--- src/rtl/priv_pkg.sv ---
package priv_pkg;
  typedef logic [1:0] prv_t;
  localparam prv_t PRV_U  = 2'b00;
  localparam prv_t PRV_S  = 2'b01;
  localparam prv_t PRV_HS = 2'b10;
  localparam prv_t PRV_M  = 2'b11;
  localparam int CSR_AW      = 12;
  localparam int CSR_LVL_LSB = 8;
  localparam int CSR_RO_LSB  = 10;
endpackage

--- src/rtl/priv_legalize.sv ---
module priv_legalize
  import priv_pkg::*;
#(
  parameter bit HAS_U = 1'b1,
  parameter bit HAS_S = 1'b1
) (
  input  prv_t req,
  output prv_t legal
);
  generate
    if (!HAS_U) begin : g_m_only
      assign legal = PRV_M;
    end else if (!HAS_S) begin : g_mu
      always_comb legal = (req == PRV_S || req == PRV_HS) ? PRV_U : req;
    end else begin : g_msu
      always_comb legal = (req == PRV_HS) ? PRV_U : req;
    end
  endgenerate
endmodule

--- src/rtl/priv_status_regs.sv ---
module priv_status_regs
  import priv_pkg::*;
#(
  parameter bit HAS_U = 1'b1,
  parameter bit HAS_S = 1'b1
) (
  input  logic clk,
  input  logic rst,
  input  logic trap_req,
  input  prv_t trap_tgt,
  input  logic mret,
  input  logic sret,
  input  prv_t sret_tgt,
  input  logic sw_wr,
  input  prv_t sw_mpp_legal,
  input  logic sw_mie,
  input  logic sw_mpie,
  input  logic sw_spp,
  input  logic sw_sie,
  input  logic sw_spie,
  output prv_t mode_q,
  output prv_t mpp_q,
  output logic spp_q,
  output logic mie_q,
  output logic mpie_q,
  output logic sie_q,
  output logic spie_q
);
  localparam prv_t LOW_MODE = HAS_U ? PRV_U : PRV_M;

  logic s_path;
  assign s_path = (trap_tgt == PRV_S) && (mode_q != PRV_M);

  always_ff @(posedge clk) begin
    if (rst) begin
      mode_q <= PRV_M;
      mpp_q  <= LOW_MODE;
      spp_q  <= 1'b0;
      mie_q  <= 1'b0;
      mpie_q <= 1'b0;
      sie_q  <= 1'b0;
      spie_q <= 1'b0;
    end else if (trap_req) begin
      if (s_path) begin
        spp_q  <= mode_q[0];
        spie_q <= sie_q;
        sie_q  <= 1'b0;
        mode_q <= PRV_S;
      end else begin
        mpp_q  <= mode_q;
        mpie_q <= mie_q;
        mie_q  <= 1'b0;
        mode_q <= PRV_M;
      end
    end else if (mret) begin
      mode_q <= mpp_q;
      mie_q  <= mpie_q;
      mpie_q <= 1'b1;
      mpp_q  <= LOW_MODE;
    end else if (sret) begin
      mode_q <= sret_tgt;
      sie_q  <= spie_q;
      spie_q <= 1'b1;
      spp_q  <= 1'b0;
    end else if (sw_wr) begin
      mpp_q  <= sw_mpp_legal;
      mie_q  <= sw_mie;
      mpie_q <= sw_mpie;
      spp_q  <= HAS_S ? sw_spp  : 1'b0;
      sie_q  <= HAS_S ? sw_sie  : 1'b0;
      spie_q <= HAS_S ? sw_spie : 1'b0;
    end
  end

  a_r1_mode_not_reserved: assert property (@(posedge clk) disable iff (rst)
    mode_q != PRV_HS);
  a_r8_mpp_legal: assert property (@(posedge clk) disable iff (rst)
    (mpp_q != PRV_HS) && (HAS_U || mpp_q == PRV_M));
  a_r4_mtrap_clears_mie: assert property (@(posedge clk) disable iff (rst)
    trap_req && !s_path |=> !mie_q && mode_q == PRV_M);
  a_r5_strap_clears_sie: assert property (@(posedge clk) disable iff (rst)
    trap_req && s_path |=> !sie_q && mode_q == PRV_S);
  a_r6_mret_sets_mpie: assert property (@(posedge clk) disable iff (rst)
    mret && !trap_req |=> mpie_q);
  a_r7_sret_clears_spp: assert property (@(posedge clk) disable iff (rst)
    sret && !trap_req && !mret |=> !spp_q && spie_q);
endmodule

--- src/rtl/priv_csr_gate.sv ---
module priv_csr_gate
  import priv_pkg::*;
(
  input  logic              clk,
  input  logic              rst,
  input  prv_t              mode,
  input  logic              virt,
  input  logic              csr_valid,
  input  logic [CSR_AW-1:0] csr_addr,
  input  logic              csr_write,
  output logic              illegal_q
);
  prv_t need_lvl, eff_lvl;
  logic ro_space, deny;

  assign need_lvl = csr_addr[CSR_LVL_LSB +: 2];
  assign ro_space = (csr_addr[CSR_RO_LSB +: 2] == 2'b11);
  assign eff_lvl  = (mode == PRV_S && !virt) ? PRV_HS : mode;
  assign deny     = (eff_lvl < need_lvl) || (csr_write && ro_space);

  always_ff @(posedge clk) begin
    if (rst) illegal_q <= 1'b0;
    else     illegal_q <= csr_valid && deny;
  end

  a_r11_illegal_needs_access: assert property (@(posedge clk) disable iff (rst)
    illegal_q |-> $past(csr_valid));
  a_r9_m_read_allowed: assert property (@(posedge clk) disable iff (rst)
    csr_valid && mode == PRV_M && !csr_write |=> !illegal_q);
  a_r10_ro_write_denied: assert property (@(posedge clk) disable iff (rst)
    csr_valid && csr_write && ro_space |=> illegal_q);
endmodule

--- src/rtl/priv_mode_unit.sv ---
module priv_mode_unit
  import priv_pkg::*;
#(
  parameter bit HAS_U = 1'b1,
  parameter bit HAS_S = 1'b1
) (
  input  logic        clk,
  input  logic        rst,
  input  logic        trap_req,
  input  logic [1:0]  trap_to,
  input  logic        mret,
  input  logic        sret,
  input  logic        sw_wr,
  input  logic [1:0]  sw_mpp,
  input  logic        sw_mie,
  input  logic        sw_mpie,
  input  logic        sw_spp,
  input  logic        sw_sie,
  input  logic        sw_spie,
  input  logic        csr_valid,
  input  logic [11:0] csr_addr,
  input  logic        csr_write,
  input  logic        virt,
  output logic [1:0]  cur_mode,
  output logic [1:0]  mpp,
  output logic        spp,
  output logic        mie,
  output logic        mpie,
  output logic        sie,
  output logic        spie,
  output logic        illegal
);
  prv_t trap_tgt, sret_tgt, mpp_legal, mode_w;

  priv_legalize #(.HAS_U(HAS_U), .HAS_S(HAS_S)) u_leg_trap (
    .req(trap_to), .legal(trap_tgt));
  priv_legalize #(.HAS_U(HAS_U), .HAS_S(HAS_S)) u_leg_sret (
    .req({1'b0, spp}), .legal(sret_tgt));
  priv_legalize #(.HAS_U(HAS_U), .HAS_S(HAS_S)) u_leg_sw (
    .req(sw_mpp), .legal(mpp_legal));

  priv_status_regs #(.HAS_U(HAS_U), .HAS_S(HAS_S)) u_regs (
    .clk(clk), .rst(rst),
    .trap_req(trap_req), .trap_tgt(trap_tgt),
    .mret(mret), .sret(sret), .sret_tgt(sret_tgt),
    .sw_wr(sw_wr), .sw_mpp_legal(mpp_legal),
    .sw_mie(sw_mie), .sw_mpie(sw_mpie), .sw_spp(sw_spp),
    .sw_sie(sw_sie), .sw_spie(sw_spie),
    .mode_q(mode_w), .mpp_q(mpp), .spp_q(spp),
    .mie_q(mie), .mpie_q(mpie), .sie_q(sie), .spie_q(spie));

  priv_csr_gate u_gate (
    .clk(clk), .rst(rst), .mode(mode_w), .virt(virt),
    .csr_valid(csr_valid), .csr_addr(csr_addr), .csr_write(csr_write),
    .illegal_q(illegal));

  assign cur_mode = mode_w;

  a_r2_no_user_stays_m: assert property (@(posedge clk) disable iff (rst)
    !HAS_U |-> cur_mode == PRV_M);
  a_r3_no_super_never_s: assert property (@(posedge clk) disable iff (rst)
    !HAS_S |-> cur_mode != PRV_S);
endmodule

--- config.mk ---
export PLATFORM = sky130hd
export DESIGN_NAME = priv_mode_unit
export DESIGN_NICKNAME = d
export VERILOG_FILES = /design/src/rtl/priv_pkg.sv /design/src/rtl/priv_legalize.sv /design/src/rtl/priv_status_regs.sv /design/src/rtl/priv_csr_gate.sv /design/src/rtl/priv_mode_unit.sv
export SDC_FILE = /design/constraint.sdc
export NUM_CORES = 1
export LEC_CHECK = 0
export BUFFER_PORTS_ARGS = -buffer_cell sky130_fd_sc_hd__buf_4
export CAP_MARGIN = 20
export CORE_MARGIN = 2
export CORE_UTILIZATION = 37
export CTS_CLUSTER_SIZE = 28
export DETAILED_ROUTE_END_ITERATION = 10
export PLACE_DENSITY = 0.74
export SLEW_MARGIN = 20
export SYNTH_ARGS = -nofsm -noshare
export SYNTH_HDL_FRONTEND = slang
export SYNTH_SLANG_ARGS = --single-unit
--- constraint.sdc ---
create_clock -name clk -period 1.1 [get_ports clk]
set_input_delay 0.275 -clock clk [delete_from_list [all_inputs] [get_ports clk]]
set_output_delay 0.275 -clock clk [all_outputs]
set_load 0.05 [all_outputs]
==> results.ini, run 1 <==
[detailed_routing]
dr.pass1.iters=3
dr_total_vias=661
wl_per_cell_um=12.99
wl_um=1702
ant_nets=0
drc=0
vias_per_cell=5.046
drt_iter0_markers=7

[worst_setup_path]
crit_slowest_cell=dfxtp_4
crit_chain=a21o_1 > ha_1 > nor2_2 > a31oi_1 > a21oi_1
end_kind=register
start_kind=register
critPathKind=reg2reg
path_buf_inv=0
cp_data_required_time_ps=1260
critPathTopFamily=compound AO/OA/AOI/OAI gates
cp_max_fo=4
slowest_delay_ps=370
cp.arrival_ps=1340

[yosys]
async_reset_ff_frac=0
yosys-top-cells-area=dfxtp_1, mux2i_1, nand2b_1
synthFlopType=dfxtp_1
synthTopCellsByCount=dfxtp_1, nand2b_1, mux2i_1
synthMostInstantiatedCell=dfxtp_1
synth_fp_nets=102
synth_cell_types=30
synth_top_area_share=0.3137
yosysTopAreaCell=dfxtp_1
seq_area_frac_synth=0.3137
syn_inst=71
avgSynthCellArea_um2=8.987
synth-seq-cells=10
synth-edff-count=0
yosysWarnings=0
syn_area_um2=638.1

[floorplanning]
die_w_um=45.53
die_y_um=45.53
fp-row-count=15
ioPinCount=40
die_area_um2=2073
core_um2=1670
start_util=0.3820

[power]
report.power.total_w=0.001061
powerDensity_nw_per_um2=1003
peakVddDrop_mv=0.5070
p_leak_nw=0.4974

[clock_tree]
insertion_delay_ps=270
clock_path_buffers=2
htreeDepth=1
cts_buffers=3
clock-sinks=10
clk_pin_slew_ps=70
cts_tree=built
root_buffer=clkbuf_4

[final_layout]
layout.nets=146
final_core_util=0.6337
drive_gt1_frac=0.5526
diodes=0
stdcell_area_um2=1059
syn_to_final_growth_pct=65.88

[grt]
grt_usage=0.1943
grt_antenna_before_repair=0
grt_overflow=0
grt_pass1_vias=666
grt_first_pass_wirelength_um=2780
grt_max_degree=16

[flow_run]
cap_violations=0

[outcome]
outcome=complete, but fails checks
violations=negative setup slack

[worst_hold_path]
hold_path.class=in2reg

[sta]
finalHoldViolations=0
grt_setup_unrepaired=yes
slew_viol_final=0
max_slew_margin=0.7976
setup_viol=4
period_needed_ps=1176
post-route-period-util=1.069
clock_skew_ps=6.939
worst_pin_slew_ps=303.6
fmax_mhz=850.4
setup_slack_ps=-75.85

[placement]
placed_area_um2=959.7
dp.final_hpwl_um=1358
gp_congestion=0.8284
io_buffers=31

[sequential cells by signal (all words and copies together) (netlist names)]
signal and cells:
u_regs.mie_q 1, u_gate.illegal_q 1, u_regs.sie_q 1, u_regs.mpie_q 1
u_regs.spie_q 1, u_regs.mpp_q 2, u_regs.mode_q 2, u_regs.spp_q 1
[layout make-up]
| type | count | area (um^2) |
|---|---|---|
| Timing Repair Buffer | 43 | 371.6 |
| Fill cell | 158 | 611.8 |
| Inverter | 5 | 18.77 |
| Clock inverter | 1 | 3.754 |
| Tap cell | 17 | 21.27 |
| Multi-Input combinational cell | 52 | 404.1 |
| Clock buffer | 3 | 22.52 |
| Sequential cell | 10 | 216.5 |
[placed cells by master (no fill, tap or decap)]
master	instances
nand4bb_1	1
buf_6	9
mux2_4	1
nor2b_1	1
nor3_1	2
clkbuf_4	3
nand2_4	1
nor2_2	1
o21bai_1	2
and3b_4	1
a22o_4	1
a21oi_1	4
a311o_1	1
nor3b_1	2
buf_8	2
o211ai_1	1
ha_1	1
a31oi_1	1
nand2_1	4
clkinv_1	1
a22oi_2	1
dfxtp_4	2
nand3b_1	1
nor2_1	2
dfxtp_1	1
o21ai_1	1
or2_1	1
mux2i_1	7
inv_1	5
mux2_2	2
a21o_1	1
and2_1	1
a211o_1	2
dfxtp_2	7
buf_4	32
nand2b_1	8
[metrics by stage]
step / setup slack, ps / setup TNS, ps / hold WS (ps) / cells
after floorplan: -101.2 / -196.5 / 405.3 / 71
after global placement: -152.0 / -929.6 / 472.5 / 125
after detailed placement: -169.9 / -1140 / 476.3 / 125
after CTS: -79.98 / -232.6 / 266.9 / 131
after global routing: -139.2 / -390.7 / 262.7 / 131
final: -75.85 / -225.8 / 267.8 / 131
[final timing paths]
kind         depth (start not counted)  slack [ps]        startpoint          endpoint
min                                  3         270         csr_valid  u_gate.illegal_q
min reg2reg                          2         490     u_regs.mpie_q     u_regs.mpie_q
max reg2reg                          5         -80  u_regs.mode_q[0]  u_gate.illegal_q
max                                  5         -80  u_regs.mode_q[0]  u_gate.illegal_q
[layer usage]
layer	wire [um]	GRT usage
met3	81	0.04762
met4	28	0.1059
met5	0	0
met2	914	0.3352
met1	678	0.2155
[worst reg2reg max path, delay by kind of cell, from the launching register on]
kind | cells | cell delay [ps]
AO/OA/AOI/OAI | 3 | 380
flip-flops | 1 | 370
adder cells (fa/ha/maj) | 1 | 280
AND/OR/NAND/NOR | 1 | 40
[power by group]
| group | switching (W) | internal [W] | total (W) |
|---|---|---|---|
| clock | 0.000134 | 0.000131 | 0.000265 |
| sequential | 0.0000243 | 0.000388 | 0.000413 |
| combinational | 0.000185 | 0.000199 | 0.000384 |
| total | 0.000343 | 0.000719 | 0.00106 |
[kinds of logic after synthesis]
group,after synthesis,synth area share
flip-flops,10,0.3137
AO/OA/AOI/OAI,15,0.1863
adder cells (fa/ha/maj),1,0.01960
AND/OR/NAND/NOR,26,0.2432
multiplexers,10,0.1686
buffers and inverters,9,0.06862
[what timing repair did]
action | in CTS | in global routing
setup buffers | 2 | 0
pin swaps | 2 | 1
gates cloned | 0 | 0
hold buffers | 0 | 0
setup endpoints to repair | 9 | 10
resized for setup | 13 | 6
Note: power is estimated with default switching activity, not from simulation.
==> inputs of run 2 (changes only) <==
PLACE_DENSITY = not set   (was 0.74)
PLACE_DENSITY_LB_ADDON = 0.12   (was not set)
RECOVER_POWER = 25   (was not set)
==> results.ini, run 2 (same netlist as run 1, synthesis figures left out) <==
[clock_tree]
clock-sinks=10  ; unchanged
cts_tree=built  ; unchanged
cts_buffers=3  ; unchanged
root_buffer=clkbuf_4  ; unchanged
clock_path_buffers=2  ; unchanged
clk_pin_slew_ps=80  ; was 70 ps
htreeDepth=1  ; unchanged
insertion_delay_ps=270  ; about the same

[sta]
setup_viol=4  ; unchanged
setup_slack_ps=-73.95  ; was -75.85 ps
finalHoldViolations=0  ; unchanged
fmax_mhz=851.8  ; was 850.4 MHz
clock_skew_ps=10.02  ; was 6.939 ps
tns_ps=-200.7  ; was -225.8 ps
max_slew_margin=0.8088  ; was 0.7976
period_needed_ps=1174  ; was 1176 ps
slew_viol_final=0  ; unchanged
worst_pin_slew_ps=286.8  ; was 303.6 ps
post-route-period-util=1.067  ; was 1.069
grt_setup_unrepaired=yes  ; unchanged

[flow_run]
cap_violations=0  ; unchanged

[worst_setup_path]
critPathKind=reg2out  ; was reg2reg
cp_data_required_time_ps=820  ; was 1260 ps
r2r_slack_ps=-50  ; was -80 ps
worstRegToRegCells=5  ; unchanged
start_kind=register  ; unchanged
end_kind=output pin  ; was register
cp.arrival_ps=900  ; was 1340 ps
cp_max_fo=4  ; unchanged

[grt]
grt_antenna_before_repair=0  ; unchanged
grt_first_pass_wirelength_um=2421  ; was 2780 um
grt_overflow=0  ; unchanged
grt_pass1_vias=634  ; was 666
grt_max_degree=16  ; unchanged
grt_usage=0.1633  ; was 0.1943

[detailed_routing]
dr.pass1.iters=4  ; was 3
vias_per_cell=5.008  ; was 5.046
ant_nets=0  ; unchanged
wl_um=1469  ; was 1702 um
drc=0  ; unchanged
wl_per_cell_um=11.21  ; was 12.99 um
dr_total_vias=656  ; was 661
drt_iter0_markers=11  ; was 7

[placement]
io_buffers=31  ; unchanged
pre_cts_ws_ps=-152.4  ; was -169.9 ps
gp_congestion=0.6873  ; was 0.8284
dp.final_hpwl_um=1173  ; was 1358 um
placed_area_um2=967.2  ; was 959.7 um^2

[outcome]
outcome=complete, but fails checks  ; unchanged
violations=negative setup slack  ; unchanged

[power]
p_comb_frac=0.351  ; was 0.362
peakVddDrop_mv=0.6902  ; was 0.5070 mV
netSwitchingPower_w=0.0003422  ; was 0.0003428 W
clkPwrFrac=0.264  ; was 0.250
seqPwrFrac=0.385  ; was 0.389
swShare=0.3211  ; was 0.3230
p_leak_nw=0.4932  ; was 0.4974 nW
p_int_w=0.0007236  ; was 0.0007185 W
powerDensity_nw_per_um2=1014  ; was 1003 nW/um^2

[floorplanning]
fp-row-count=15  ; unchanged
core_um2=1670  ; unchanged
ioPinCount=40  ; unchanged
die_y_um=45.53  ; unchanged
die_area_um2=2073  ; unchanged
die_w_um=45.53  ; unchanged
start_util=0.3820  ; unchanged

[final_layout]
fillCellCount=163  ; was 158
stdcell_area_um2=1051  ; was 1059 um^2
layout.nets=146  ; unchanged
syn_to_final_growth_pct=64.71  ; was 65.88%
multi_input_area_um2=401.6  ; was 404.1 um^2
drive_gt1_frac=0.5263  ; was 0.5526
final_cell_mix=buf_4, buf_6, nand2b_1  ; unchanged
reg_top3=u_regs.mode_q: 2 flops, u_regs.mpp_q: 2 flops  ; unchanged
layout_commonest_cell=buf_4  ; unchanged
diodes=0  ; unchanged
final_core_util=0.6292  ; was 0.6337
seqCellArea_um2=215.2  ; was 216.5 um^2

[worst_hold_path]
hold_path.class=in2reg  ; unchanged
min_path_cells=3  ; unchanged

==> run 2: changes by cell type in the layout (fill, tap and decap cells not counted), sizes merged <==
cell    delta
buf        -1
clkbuf     +2
clkinv     -1
==> run 2: area by class of cell <==
class | count | area share
Clock buffer | 4 | 0.02500
Inverter | 5 | 0.01786
Multi-Input combinational cell | 52 | 0.3821
Sequential cell | 10 | 0.2048
Tap cell | 17 | 0.02024
Timing Repair Buffer | 43 | 0.3500
==> run 2: metrics by stage <==
step | std cells | total power, W | hold WS [ps]
floorplan | 71 | 0.0006211 | 405.3
global placement | 126 | 0.0007626 | 472.8
detailed placement | 126 | 0.0007659 | 477.6
CTS | 131 | 0.001070 | 244.4
global route | 131 | 0.001114 | 293.7
finish | 131 | 0.001066 | 254.1
==> run 2: worst max-delay path, stage by stage, from the launching register on <==
cell     delay (ps)
dfxtp_4         370
buf_6           120
buf_8           140
==> run 2: final timing paths <==
path	start	end
max	u_regs.mode_q[0]	cur_mode[0]
min	csr_valid	u_gate.illegal_q
max reg2reg	u_regs.mode_q[0]	u_gate.illegal_q
min reg2reg	u_regs.mpp_q[0]	u_regs.mode_q[0]
==> run 2: power by group through the flow <==
stage	combinational, W	sequential (W)	clock [W]
2_1_floorplan	0.000126	0.000495	0
3_3_place_gp	0.000349	0.000413	0
3_5_place_dp	0.000352	0.000414	0
4_1_cts	0.000375	0.000409	0.000286
5_1_grt	0.000402	0.000414	0.000298
6_report	0.000374	0.000410	0.000282
==> run 2: what timing repair did <==
item                       4_1_cts  5_1_grt
resized for setup               12        5
setup endpoints to repair        7       10
hold buffers                     0        0
pin swaps                        3        0
buffers inserted                 1        0
==> run 2: metal layers <==
metal,GRT usage,vias up,part of all wire
li1,-,335,-
met1,0.1792,293,0.41
met2,0.2845,24,0.51
met3,0.02778,4,0.069
met4,0.1059,0,0.016
met5,0,-,0
